### config.mk
export PLATFORM = sky130hd
export DESIGN_NAME = paged_pc_unit
export DESIGN_NICKNAME = d
export VERILOG_FILES = /design/src/rtl/ppc_pkg.sv /design/src/rtl/ppc_src_arb.sv /design/src/rtl/ppc_page_reg.sv /design/src/rtl/ppc_next.sv /design/src/rtl/paged_pc_unit.sv
export SDC_FILE = /design/constraint.sdc
export NUM_CORES = 1
export LEC_CHECK = 0
export BUFFER_PORTS_ARGS = -buffer_cell sky130_fd_sc_hd__buf_2
export CORE_MARGIN = 4
export CORE_UTILIZATION = 40
export DETAILED_ROUTE_END_ITERATION = 8
export GPL_TIMING_DRIVEN = 0
export MAX_ROUTING_LAYER = met4
export PLACE_DENSITY_LB_ADDON = 0.2
export SYNTH_ARGS = -nofsm -noshare
export SYNTH_HDL_FRONTEND = slang
export SYNTH_HIERARCHICAL = 1
export SYNTH_SLANG_ARGS = --single-unit
### constraint.sdc
create_clock -name clk -period 1.75 [get_ports clk]
set_input_delay 0.35 -clock clk [delete_from_list [all_inputs] [get_ports clk]]
set_output_delay 0.35 -clock clk [all_outputs]
set_load 0.1 [all_outputs]
### src/rtl/ppc_pkg.sv
package ppc_pkg;
   localparam int PAGE_BITS = 9;
   localparam int PCL_BITS  = 8;
   localparam int PSEL_W    = 2;

   typedef enum logic [1:0] {
      SRC_SEQ  = 2'd0,
      SRC_JUMP = 2'd1,
      SRC_SUB  = 2'd2,
      SRC_LOW  = 2'd3
   } pc_src_e;
endpackage

### src/rtl/ppc_src_arb.sv
module ppc_src_arb
   import ppc_pkg::*;
(
   input  logic    adv,
   input  logic    req_jump,
   input  logic    req_sub,
   input  logic    req_low,
   output pc_src_e src
);
   always_comb begin
      src = SRC_SEQ;
      if (adv) begin
         if (req_jump)     src = SRC_JUMP;
         else if (req_sub) src = SRC_SUB;
         else if (req_low) src = SRC_LOW;
      end
   end
endmodule

### src/rtl/ppc_page_reg.sv
module ppc_page_reg
   import ppc_pkg::*;
#(
   parameter int SEL_W = 2
) (
   input  logic              clk,
   input  logic              rst_n,
   input  logic              wr_en,
   input  logic [PSEL_W-1:0] wr_val,
   output logic [PSEL_W-1:0] sel_q
);
   initial begin
      if (SEL_W != 0 && SEL_W != PSEL_W)
         $error("ppc_page_reg: SEL_W must be 0 or %0d", PSEL_W);
   end

   generate
      if (SEL_W > 0) begin : g_paged
         logic [PSEL_W-1:0] sel_r;
         always_ff @(posedge clk or negedge rst_n) begin
            if (!rst_n)     sel_r <= '0;
            else if (wr_en) sel_r <= wr_val;
         end
         assign sel_q = sel_r;

         p_pa_hold_r11: assert property (@(posedge clk) disable iff (!rst_n)
            !wr_en |=> $stable(sel_q));
         p_pa_load_r11: assert property (@(posedge clk) disable iff (!rst_n)
            wr_en |=> (sel_q == $past(wr_val)));
      end else begin : g_flat
         logic sel_unused;
         assign sel_unused = ^{clk, rst_n, wr_en, wr_val};
         assign sel_q = '0;
      end
   endgenerate
endmodule

### src/rtl/ppc_next.sv
module ppc_next
   import ppc_pkg::*;
#(
   parameter int PC_W = 11
) (
   input  logic [PC_W-1:0]     pc_q,
   input  pc_src_e             src,
   input  logic [PAGE_BITS-1:0] imm,
   input  logic [PCL_BITS-1:0] alu,
   input  logic [PSEL_W-1:0]   psel,
   output logic [PC_W-1:0]     pc_nxt,
   output logic [PC_W-1:0]     pc_inc
);
   localparam int HI_W = PC_W - PAGE_BITS;

   logic [PAGE_BITS-1:0] low_tgt;

   assign pc_inc = pc_q + {{(PC_W-1){1'b0}}, 1'b1};

   always_comb begin
      unique case (src)
         SRC_JUMP: low_tgt = imm;
         SRC_SUB:  low_tgt = {1'b0, imm[PCL_BITS-1:0]};
         SRC_LOW:  low_tgt = {1'b0, alu};
         default:  low_tgt = pc_inc[PAGE_BITS-1:0];
      endcase
   end

   generate
      if (HI_W > 0) begin : g_multi
         logic [HI_W-1:0] hi_tgt;
         assign hi_tgt = psel[HI_W-1:0];
         assign pc_nxt = (src == SRC_SEQ) ? pc_inc : {hi_tgt, low_tgt};
      end else begin : g_single
         logic psel_unused;
         assign psel_unused = ^psel;
         assign pc_nxt = (src == SRC_SEQ) ? pc_inc : low_tgt;
      end
   endgenerate
endmodule

### src/rtl/paged_pc_unit.sv
module paged_pc_unit
   import ppc_pkg::*;
#(
   parameter int PC_W = 11
) (
   input  logic            clk,
   input  logic            rst_n,
   input  logic            adv_en,
   input  logic            br_goto,
   input  logic            br_call,
   input  logic            br_pclw,
   input  logic [8:0]      imm_field,
   input  logic [7:0]      alu_res,
   input  logic            pa_we,
   input  logic [1:0]      pa_wdata,
   output logic [PC_W-1:0] fetch_addr,
   output logic [7:0]      pcl_rd,
   output logic [PC_W-1:0] ret_addr,
   output logic [1:0]      pa_q
);
   localparam int SEL_W = (PC_W > PAGE_BITS) ? PSEL_W : 0;

   initial begin
      if (PC_W != PAGE_BITS && PC_W != PAGE_BITS + PSEL_W)
         $error("paged_pc_unit: PC_W must be %0d or %0d", PAGE_BITS, PAGE_BITS + PSEL_W);
   end

   pc_src_e         src;
   logic [PC_W-1:0] pc_r, pc_nxt, pc_inc;
   logic [1:0]      psel;

   ppc_src_arb u_arb (
      .adv(adv_en), .req_jump(br_goto), .req_sub(br_call), .req_low(br_pclw), .src(src)
   );

   ppc_page_reg #(.SEL_W(SEL_W)) u_page (
      .clk(clk), .rst_n(rst_n), .wr_en(pa_we), .wr_val(pa_wdata), .sel_q(psel)
   );

   ppc_next #(.PC_W(PC_W)) u_next (
      .pc_q(pc_r), .src(src), .imm(imm_field), .alu(alu_res), .psel(psel),
      .pc_nxt(pc_nxt), .pc_inc(pc_inc)
   );

   always_ff @(posedge clk or negedge rst_n) begin
      if (!rst_n)      pc_r <= '1;
      else if (adv_en) pc_r <= pc_nxt;
   end

   assign fetch_addr = pc_r;
   assign pcl_rd     = pc_r[PCL_BITS-1:0];
   assign ret_addr   = pc_inc;
   assign pa_q       = psel;

   p_hold_r2: assert property (@(posedge clk) disable iff (!rst_n)
      !adv_en |=> $stable(fetch_addr));
   p_step_r2: assert property (@(posedge clk) disable iff (!rst_n)
      (adv_en && !br_goto && !br_call && !br_pclw) |=> (fetch_addr == $past(ret_addr)));
   p_jump_low_r4: assert property (@(posedge clk) disable iff (!rst_n)
      (adv_en && br_goto) |=> (fetch_addr[8:0] == $past(imm_field)));
   p_sub_bit8_r5: assert property (@(posedge clk) disable iff (!rst_n)
      (adv_en && !br_goto && (br_call || br_pclw)) |=> (fetch_addr[8] == 1'b0));
   p_low_byte_r6: assert property (@(posedge clk) disable iff (!rst_n)
      (adv_en && !br_goto && !br_call && br_pclw) |=> (pcl_rd == $past(alu_res)));
endmodule

==> run metrics, run 1 <==
status did not finish; Exit stage global routing; Run Error [ERROR DPL-0038] Utilization greater than 100%, impossible to legalize; Port Buffers 57; Initial Util 42.2%; Yosys Warn Count 6; CTS Buf Count 3; largest area contributor in the netlist dfstp_2; Worst EP post-GRT repair ret_addr[10]; GPL Wtd Cong 0.771; Synth Cell Area 1170 µm²; clock sink count 13; commonest cells in the netlist dfstp_2 (11), mux2_4 (10), buf_4 (8), nand2_1 (8); row count 19; H-tree Lvls 1; Mapped Cells 120; root buffer cell clkbuf_4; Post-synth ARST share 100%; top-count cell post-synth dfstp_2; Synth Net Count 147; Distinct cells, synth 38; post-synthesis register bit count 13; buffer depth of the longest clock path 2; top cell type's share of synthesized area 24.6%; largest net degree at the start of global routing 14; Inst Count DP 208; die width 62.2 µm; die height 62.2 µm; io pins 58; Synth Flop Type dfstp_2; Post-synth EDFFs 0; syn avg cell area 9.79 µm²; Detail Placement HPWL 2.54 mm; Worst EP Category output port; Seq/Total Area, Yosys 28.9%; top post-synthesis cells by area dfstp_2 (25%), mux2_4 (13%), mux2_2 (5.8%)
==> stage by stage <==
stage | hold WS (ns) | setup TNS [ns] | setup slack (ns) | cell area (µm²)
floorplan | 0.0544 | -5.89 | -0.601 | 1430
global placement | 0.258 | -6.61 | -0.567 | 1750
detailed placement | 0.261 | -7.83 | -0.587 | 1750
CTS | 0.303 | -3.94 | -0.491 | 2500
==> repair_timing <==
action | CTS
setup buffers | 26
gates resized for setup | 121
setup endpoints to repair | 35
hold endpoints to repair | 2
pin swaps | 14
hold buffers | 1
cloned | 1
==> kinds of logic after synthesis <==
group | after synthesis | share of synthesized area [%]
and+or+nand+nor | 43 | 21.7
AOI/OAI and AO/OA | 21 | 13.1
muxes | 21 | 22.8
buffers and inverters | 15 | 7.99
DFF | 13 | 28.9
xor gates and xnor gates | 6 | 4.47
adders and majority gates | 1 | 1.06
==> run 2, diff against run 1 <==
--- a/config.mk
+++ b/config.mk
@@ -7,11 +7,10 @@
 export LEC_CHECK = 0
 export BUFFER_PORTS_ARGS = -buffer_cell sky130_fd_sc_hd__buf_2
 export CORE_MARGIN = 4
-export CORE_UTILIZATION = 40
+export CORE_UTILIZATION = 25
 export DETAILED_ROUTE_END_ITERATION = 8
 export GPL_TIMING_DRIVEN = 0
-export MAX_ROUTING_LAYER = met4
-export PLACE_DENSITY_LB_ADDON = 0.2
+export PLACE_DENSITY_LB_ADDON = 0.15
 export SYNTH_ARGS = -nofsm -noshare
 export SYNTH_HDL_FRONTEND = slang
 export SYNTH_HIERARCHICAL = 1
==> constraint.sdc (replaced) <==
create_clock -name clk -period 2.27 [get_ports clk]
set_input_delay 0.454 -clock clk [delete_from_list [all_inputs] [get_ports clk]]
set_output_delay 0.454 -clock clk [all_outputs]
set_load 0.1 [all_outputs]
==> run 2 against run 1 <==
Compared with the run above:
- the flow now finishes, with violations (setup timing)
- area after synthesis is the same
- synthesized cell count stayed put
==> run metrics, run 2 <==
Post-synth ARST share 100%; die area 5860 µm²; top post-synthesis cells by area dfstp_2 (25%), mux2_4 (13%), mux2_2 (5.8%); clock sink count 13; Tmin final 2.34 ns; Total GRT Usage 13.1%; Routed Antenna Nets 0; clock slew at reported path FFs 0.06 ns; layout cells sized above 1 70.9%; fin crit share 103%; H-tree Lvls 1; largest area contributor in the netlist dfstp_2; final hold violation count 0; post-route worst setup slack -0.0704 ns; top cell type's share of synthesized area 24.6%; root buffer cell clkbuf_8; Area Growth Syn to Fin 71.8%; top-count cell post-synth dfstp_2; Detail Placement HPWL 2.69 mm; Final Util 45.4%; max reg flops 11; io pins 58; MaxCap Viol Count 0; clk_lat worst skew 0.24 ns; first-pass GRT wire length 6.27 mm; Core ar. 4440 µm²; fmax 0.427 GHz; Mapped Cells 120; Initial Util 26.4%; Required @ worst endpoint 1.82 ns; final count of pins violating max slew 0; Hold Path Class input pin to async pin; syn avg cell area 9.79 µm²; post-route clock skew 0.000458 ns; kind of critical path flip-flop to output pin; slowest stage delay, CP 0.65 ns; DRT iter0 DRCs 36; post-synthesis register bit count 13; CTS Buf Count 3; buffers and inverters on the worst path 1; largest net degree at the start of global routing 14; CP cell instances nand4_4 > or4_4 > nand2_8 > buf_12; nets 224; Via-to-Cell Ratio 4.90; CTS tree built; Post-synth EDFFs 0; Yosys Warn Count 6; CP Max Fanout 5; antenna violations before repair 0; critical path's top delay family simple AND/OR/NAND/NOR gates; vias in the first global route 1279; crit end category output pin; Seq/Total Area, Yosys 28.9%; commonest non-fill, non-tap cell in the layout buf_2; WL/cell 15.0 µm; DRT Pass-1 Iters 4; Synth Flop Type dfstp_2; crit path max-delay cell type dfstp_4; Distinct cells, synth 38; vias 1216; Synth Cell Area 1170 µm²; row count 24; Finish-stage setup viols 2; commonest cells in the netlist dfstp_2 (11), mux2_4 (10), buf_4 (8), nand2_1 (8); status finished with violations; hold_buf cts 0; drt drc 0; failing checks setup timing; buffer depth of the longest clock path 2; die height 76.6 µm; Port Buffers 57; RSZ-0062 raised after global routing yes; Congestion Overflow GR 0; Slew @ Worst Pin 0.557 ns; die width 76.6 µm; GPL Wtd Cong 0.722; DRT Wirelength 3.71 mm; Reg2Reg Setup Slack 0.42 ns; Synth Net Count 147; Startpoint Class flip-flop; commonest non-fill, non-tap cells in the layout buf_2 (48), buf_4 (23), mux2_4 (10), dfstp_4 (10); Max-slew headroom 62.8%; Antenna Cells 0; Critical Path AT 1.89 ns
[run 2: cell counts after synthesis]
No cell type changed its count.
[run 2: cells by family after synthesis]
| family | Yosys count | synth area share, % |
|---|---|---|
| adder cells (fa/ha/maj) | 1 | 1.06 |
| XOR/XNOR | 6 | 4.47 |
| multiplexers | 21 | 22.8 |
| AO/OA/AOI/OAI | 21 | 13.1 |
| AND/OR/NAND/NOR | 43 | 21.7 |
| flip-flops | 13 | 28.9 |
| buffers and inverters | 15 | 7.99 |
[run 2: area by class of cell]
cell class	instances	area, µm²
inverters	2	7.51
well taps	52	65.1
clock buffers	4	45.0
flip-flops and latches	13	377
multi-input cells	93	955
repair buffers	71	483
plain buffers	13	86.3
fillers	448	2430
[run 2: worst paths after layout]
kind | startpoint | to | cells after the start
min reg2reg | u_page/sel_q[0] | u_page/sel_q[0] | 1
min in group clk | pa_wdata[0] | u_page/sel_q[0] | 2
min | rst_n | u_page/sel_q[1] | 1
max reg2reg | fetch_addr[0] | fetch_addr[10] | 5
max in group asynchronous | rst_n | fetch_addr[8] | 1
max | fetch_addr[4] | ret_addr[10] | 4
[run 2: stage by stage]
stage                     setup TNS, ns  setup slack, ns  std cells  instance area [µm²]  hold WS (ns)
after global routing             -0.269           -0.126        248                 2020         0.124
after floorplan                  -0.683           -0.180        120                 1400         0.158
after CTS                        -0.144          -0.0812        248                 1990         0.112
after global placement           -0.824           -0.149        229                 1750         0.368
final                            -0.123          -0.0704        248                 2020         0.107
after detailed placement          -1.10           -0.182        229                 1750         0.381
[run 2: what timing repair did]
action,4_1_cts,5_1_grt
resized for setup,23,8
pin swaps,5,3
endpoints found under the setup margin,7,10
buffers inserted,14,0
gates cloned,1,0
[run 2: routing by layer]
layer	vias up	global-route usage [%]	routed length (µm)
li1	591	-	-
met1	586	16.8	1760
met2	37	22.3	1760
met3	2	2.96	175
met4	0	3.26	22
met5	-	0	0
Power of run 2 is not shown: default switching activity piles up to over one toggle a cycle in this logic, so the estimate is an artifact.
==> run 3, diff against run 2 <==
--- a/config.mk
+++ b/config.mk
@@ -5,10 +5,11 @@
 export SDC_FILE = /design/constraint.sdc
 export NUM_CORES = 1
 export LEC_CHECK = 0
+export ABC_AREA = 1
 export BUFFER_PORTS_ARGS = -buffer_cell sky130_fd_sc_hd__buf_2
-export CORE_MARGIN = 4
-export CORE_UTILIZATION = 25
+export CORE_AREA = 4 4 65 67
 export DETAILED_ROUTE_END_ITERATION = 8
+export DIE_AREA = 0 0 69 71
 export GPL_TIMING_DRIVEN = 0
 export PLACE_DENSITY_LB_ADDON = 0.15
 export SYNTH_ARGS = -nofsm -noshare
==> run 3 against run 2 <==
Compared with the run above:
- the flow still finishes with violations (setup timing)
- via count rose by 3.5%
- worst hold slack got worse by 0.0057 ns
- first-iteration DRC count rose by 94%
- die area fell by 16%
- clock skew rose by 0.00083 ns
- register-to-register slack improved by 0.21 ns
- critical path depth rose by 3
- non-clock buffer count fell by 7
- wire length fell by 11%
- largest cell class unchanged
- cell area fell by 13%
- maximum frequency rose by 3.0%
==> run metrics, run 3 <==
status finished with violations; failing checks setup timing; R2R depth 9; syn avg cell area 6.66 µm²; # fillers 393; fmax 0.440 GHz; Post-synth ARST share 100%; commonest cells in the netlist nand2_1 (78), inv_1 (15), dfstp_2 (11); Seq/Total Area, Yosys 30.1%; Power Density 1050 nW/µm²; Antenna Cells 0; Detail Placement HPWL 2.51 mm; Slew @ Worst Pin 0.516 ns; R2R Path End fetch_addr[8]; vias 1259; final count of pins violating max slew 0; Total GRT Usage 13.3%; Finish-stage setup viols 1; FF+latch area 358 µm²; slowest stage delay, CP 0.65 ns; post-synthesis register bit count 13; WHS 0.101 ns; Core ar. 3630 µm²; CP cell instances ha_4 > nand3_4 > nor2_4 > nand2_1 > nand2_2 > and2_4 > buf_12; Int Pwr 0.000720 W; CTS Buf Count 3; antenna violations before repair 0; nets 264; Max-slew headroom 65.4%; Hold Path Class input pin to async pin; commonest non-fill, non-tap cell in the layout nand2_1; die height 71 µm; kind of critical path flip-flop to output pin; Synth Cell Area 1120 µm²; sequential share of power 20.4%; Distinct cells, synth 29; DRT Pass-1 Iters 4; Post-synth EDFFs 0; fin crit share 100%; post-route clock skew 0.00129 ns; io pins 58; Initial Util 31.0%; vias in the first global route 1183; die area 4900 µm²; Comb power frac 68.1%; CP Max Fanout 6; H-tree Lvls 1; Placed Area 1580 µm²; FF-to-FF Start fetch_addr[0]; MaxCap Viol Count 0; DRT Wirelength 3.32 mm; largest area contributor in the netlist nand2_1; crit path max-delay cell type dfstp_4; Mapped Cells 169; Worst path depth 7; layout cells sized above 1 48.7%; RSZ-0062 raised after global routing yes; peak supply drop 0.584 mV; commonest non-fill, non-tap cells in the layout nand2_1 (74), buf_2 (50), buf_4 (18); Synth Flop Type dfstp_2; clock sink count 13; Reg2Reg Setup Slack 0.63 ns; area of the multi-input gates 699 µm²; Net Sw Power 0.00112 W; die width 69 µm; Required @ worst endpoint 1.82 ns; Critical Path AT 1.82 ns; max reg flops 11; final hold violation count 0; crit end category output pin; DRT iter0 DRCs 70; post-route worst setup slack -0.00271 ns; Tmin final 2.27 ns; GPL Wtd Cong 0.796; Congestion Overflow GR 0; hold_buf cts 0; buffers and inverters on the worst path 1; Routed Antenna Nets 0; Startpoint Class flip-flop; row count 22; clock slew at reported path FFs 0.06 ns; Via-to-Cell Ratio 4.43; top-count cell post-synth nand2_1; first-pass GRT wire length 5.40 mm; Synth Net Count 196; root buffer cell clkbuf_8; clock power share 11.5%; drt drc 0; CTS tree built; Leak Pwr 0.934 nW; Area Growth Syn to Fin 56.1%; largest net degree at the start of global routing 14; final instance area 1760 µm²; critical path's top delay family flip-flops; top cell type's share of synthesized area 26.0%; Port Buffers 57; top post-synthesis cells by area nand2_1 (26%), dfstp_2 (26%), buf_4 (6.0%); Yosys Warn Count 6; WL/cell 11.7 µm; clk_lat worst skew 0.24 ns; buffer depth of the longest clock path 2; switching share of power 60.8%
==> run 3: cell count changes in the layout (fill, tap and decap cells not counted), moves of 6 or more <==
cell,change
mux2_4,-10
mux2_2,-6
nand2_1,+70
inv_1,+14
==> run 3: logic make-up (layout without fill, tap and decap cells) <==
group           Yosys count  after routing  synth area share [%]
simple gates            106            106                  40.3
buf+inv                  31             98                  17.6
compound gates           15             15                  8.56
flops                    13             13                  30.1
xor+xnor                  3              3                  2.34
fa+ha+maj                 1              1                  1.11
==> run 3: timing repair <==
action / 4_1_cts / 5_1_grt
endpoints found under the hold margin: 0 / 0
setup buffers: 4 / 2
gates cloned: 0 / 0
pin swaps: 3 / 3
setup endpoints to repair: 7 / 6
gates resized for setup: 20 / 5
==> run 3: worst reg2reg max path: cells and delay by family, from the launching register on <==
| kind | cells | cell delay, ns |
|---|---|---|
| DFF | 1 | 0.65 |
| and+or+nand+nor | 8 | 0.77 |
| adders and majority gates | 1 | 0.16 |
==> run 3: area by class of cell <==
class | instances | area share, %
Sequential cell | 13 | 20.4
Tap cell | 48 | 3.42
Inverter | 17 | 4.06
Clock buffer | 4 | 2.57
Buffer | 14 | 7.20
Multi-Input combinational cell | 125 | 39.8
Timing Repair Buffer | 63 | 22.5
==> run 3: per-stage QoR <==
stage	util [%]	setup TNS (ns)	total power, W	setup WS, ns	instances
after global routing	48.3	-0.151	0.00191	-0.0564	284
final	48.3	-0.00271	0.00184	-0.00271	284
after floorplan	-	-0.129	0.00140	-0.0931	169
after CTS	47.4	-0.0635	0.00184	-0.0456	282
after detailed placement	43.4	-0.158	0.00156	-0.0678	274
after global placement	43.4	-0.148	0.00155	-0.0699	274
==> run 3: how the worst max path moves through the flow <==
stage                              end          start  slack, ns
final                     ret_addr[10]  fetch_addr[0]     -0.003
after global routing      ret_addr[10]  fetch_addr[0]      -0.06
after CTS                 ret_addr[10]  fetch_addr[0]      -0.05
after detailed placement  ret_addr[10]  fetch_addr[0]      -0.07
after global placement    ret_addr[10]  fetch_addr[0]      -0.07
after floorplan            ret_addr[2]  fetch_addr[0]      -0.09
==> run 3: power by group through the flow <==
stage	registers, W	logic, W	clock network [W]
6_report	0.000375	0.00125	0.000211
4_1_cts	0.000378	0.00124	0.000218
3_3_place_gp	0.000382	0.00117	0
3_5_place_dp	0.000384	0.00117	0
2_1_floorplan	0.000645	0.000757	0
5_1_grt	0.000387	0.00130	0.000224
==> run 3: routing by layer <==
metal	vias to the layer above	part of all wire, %	global-route usage [%]
li1	656	-	-
met1	563	44	15.9
met2	36	50	24.0
met3	4	5.2	3.41
met4	0	0.93	2.82
met5	-	0	0
Power figures use the tool's default switching activity.
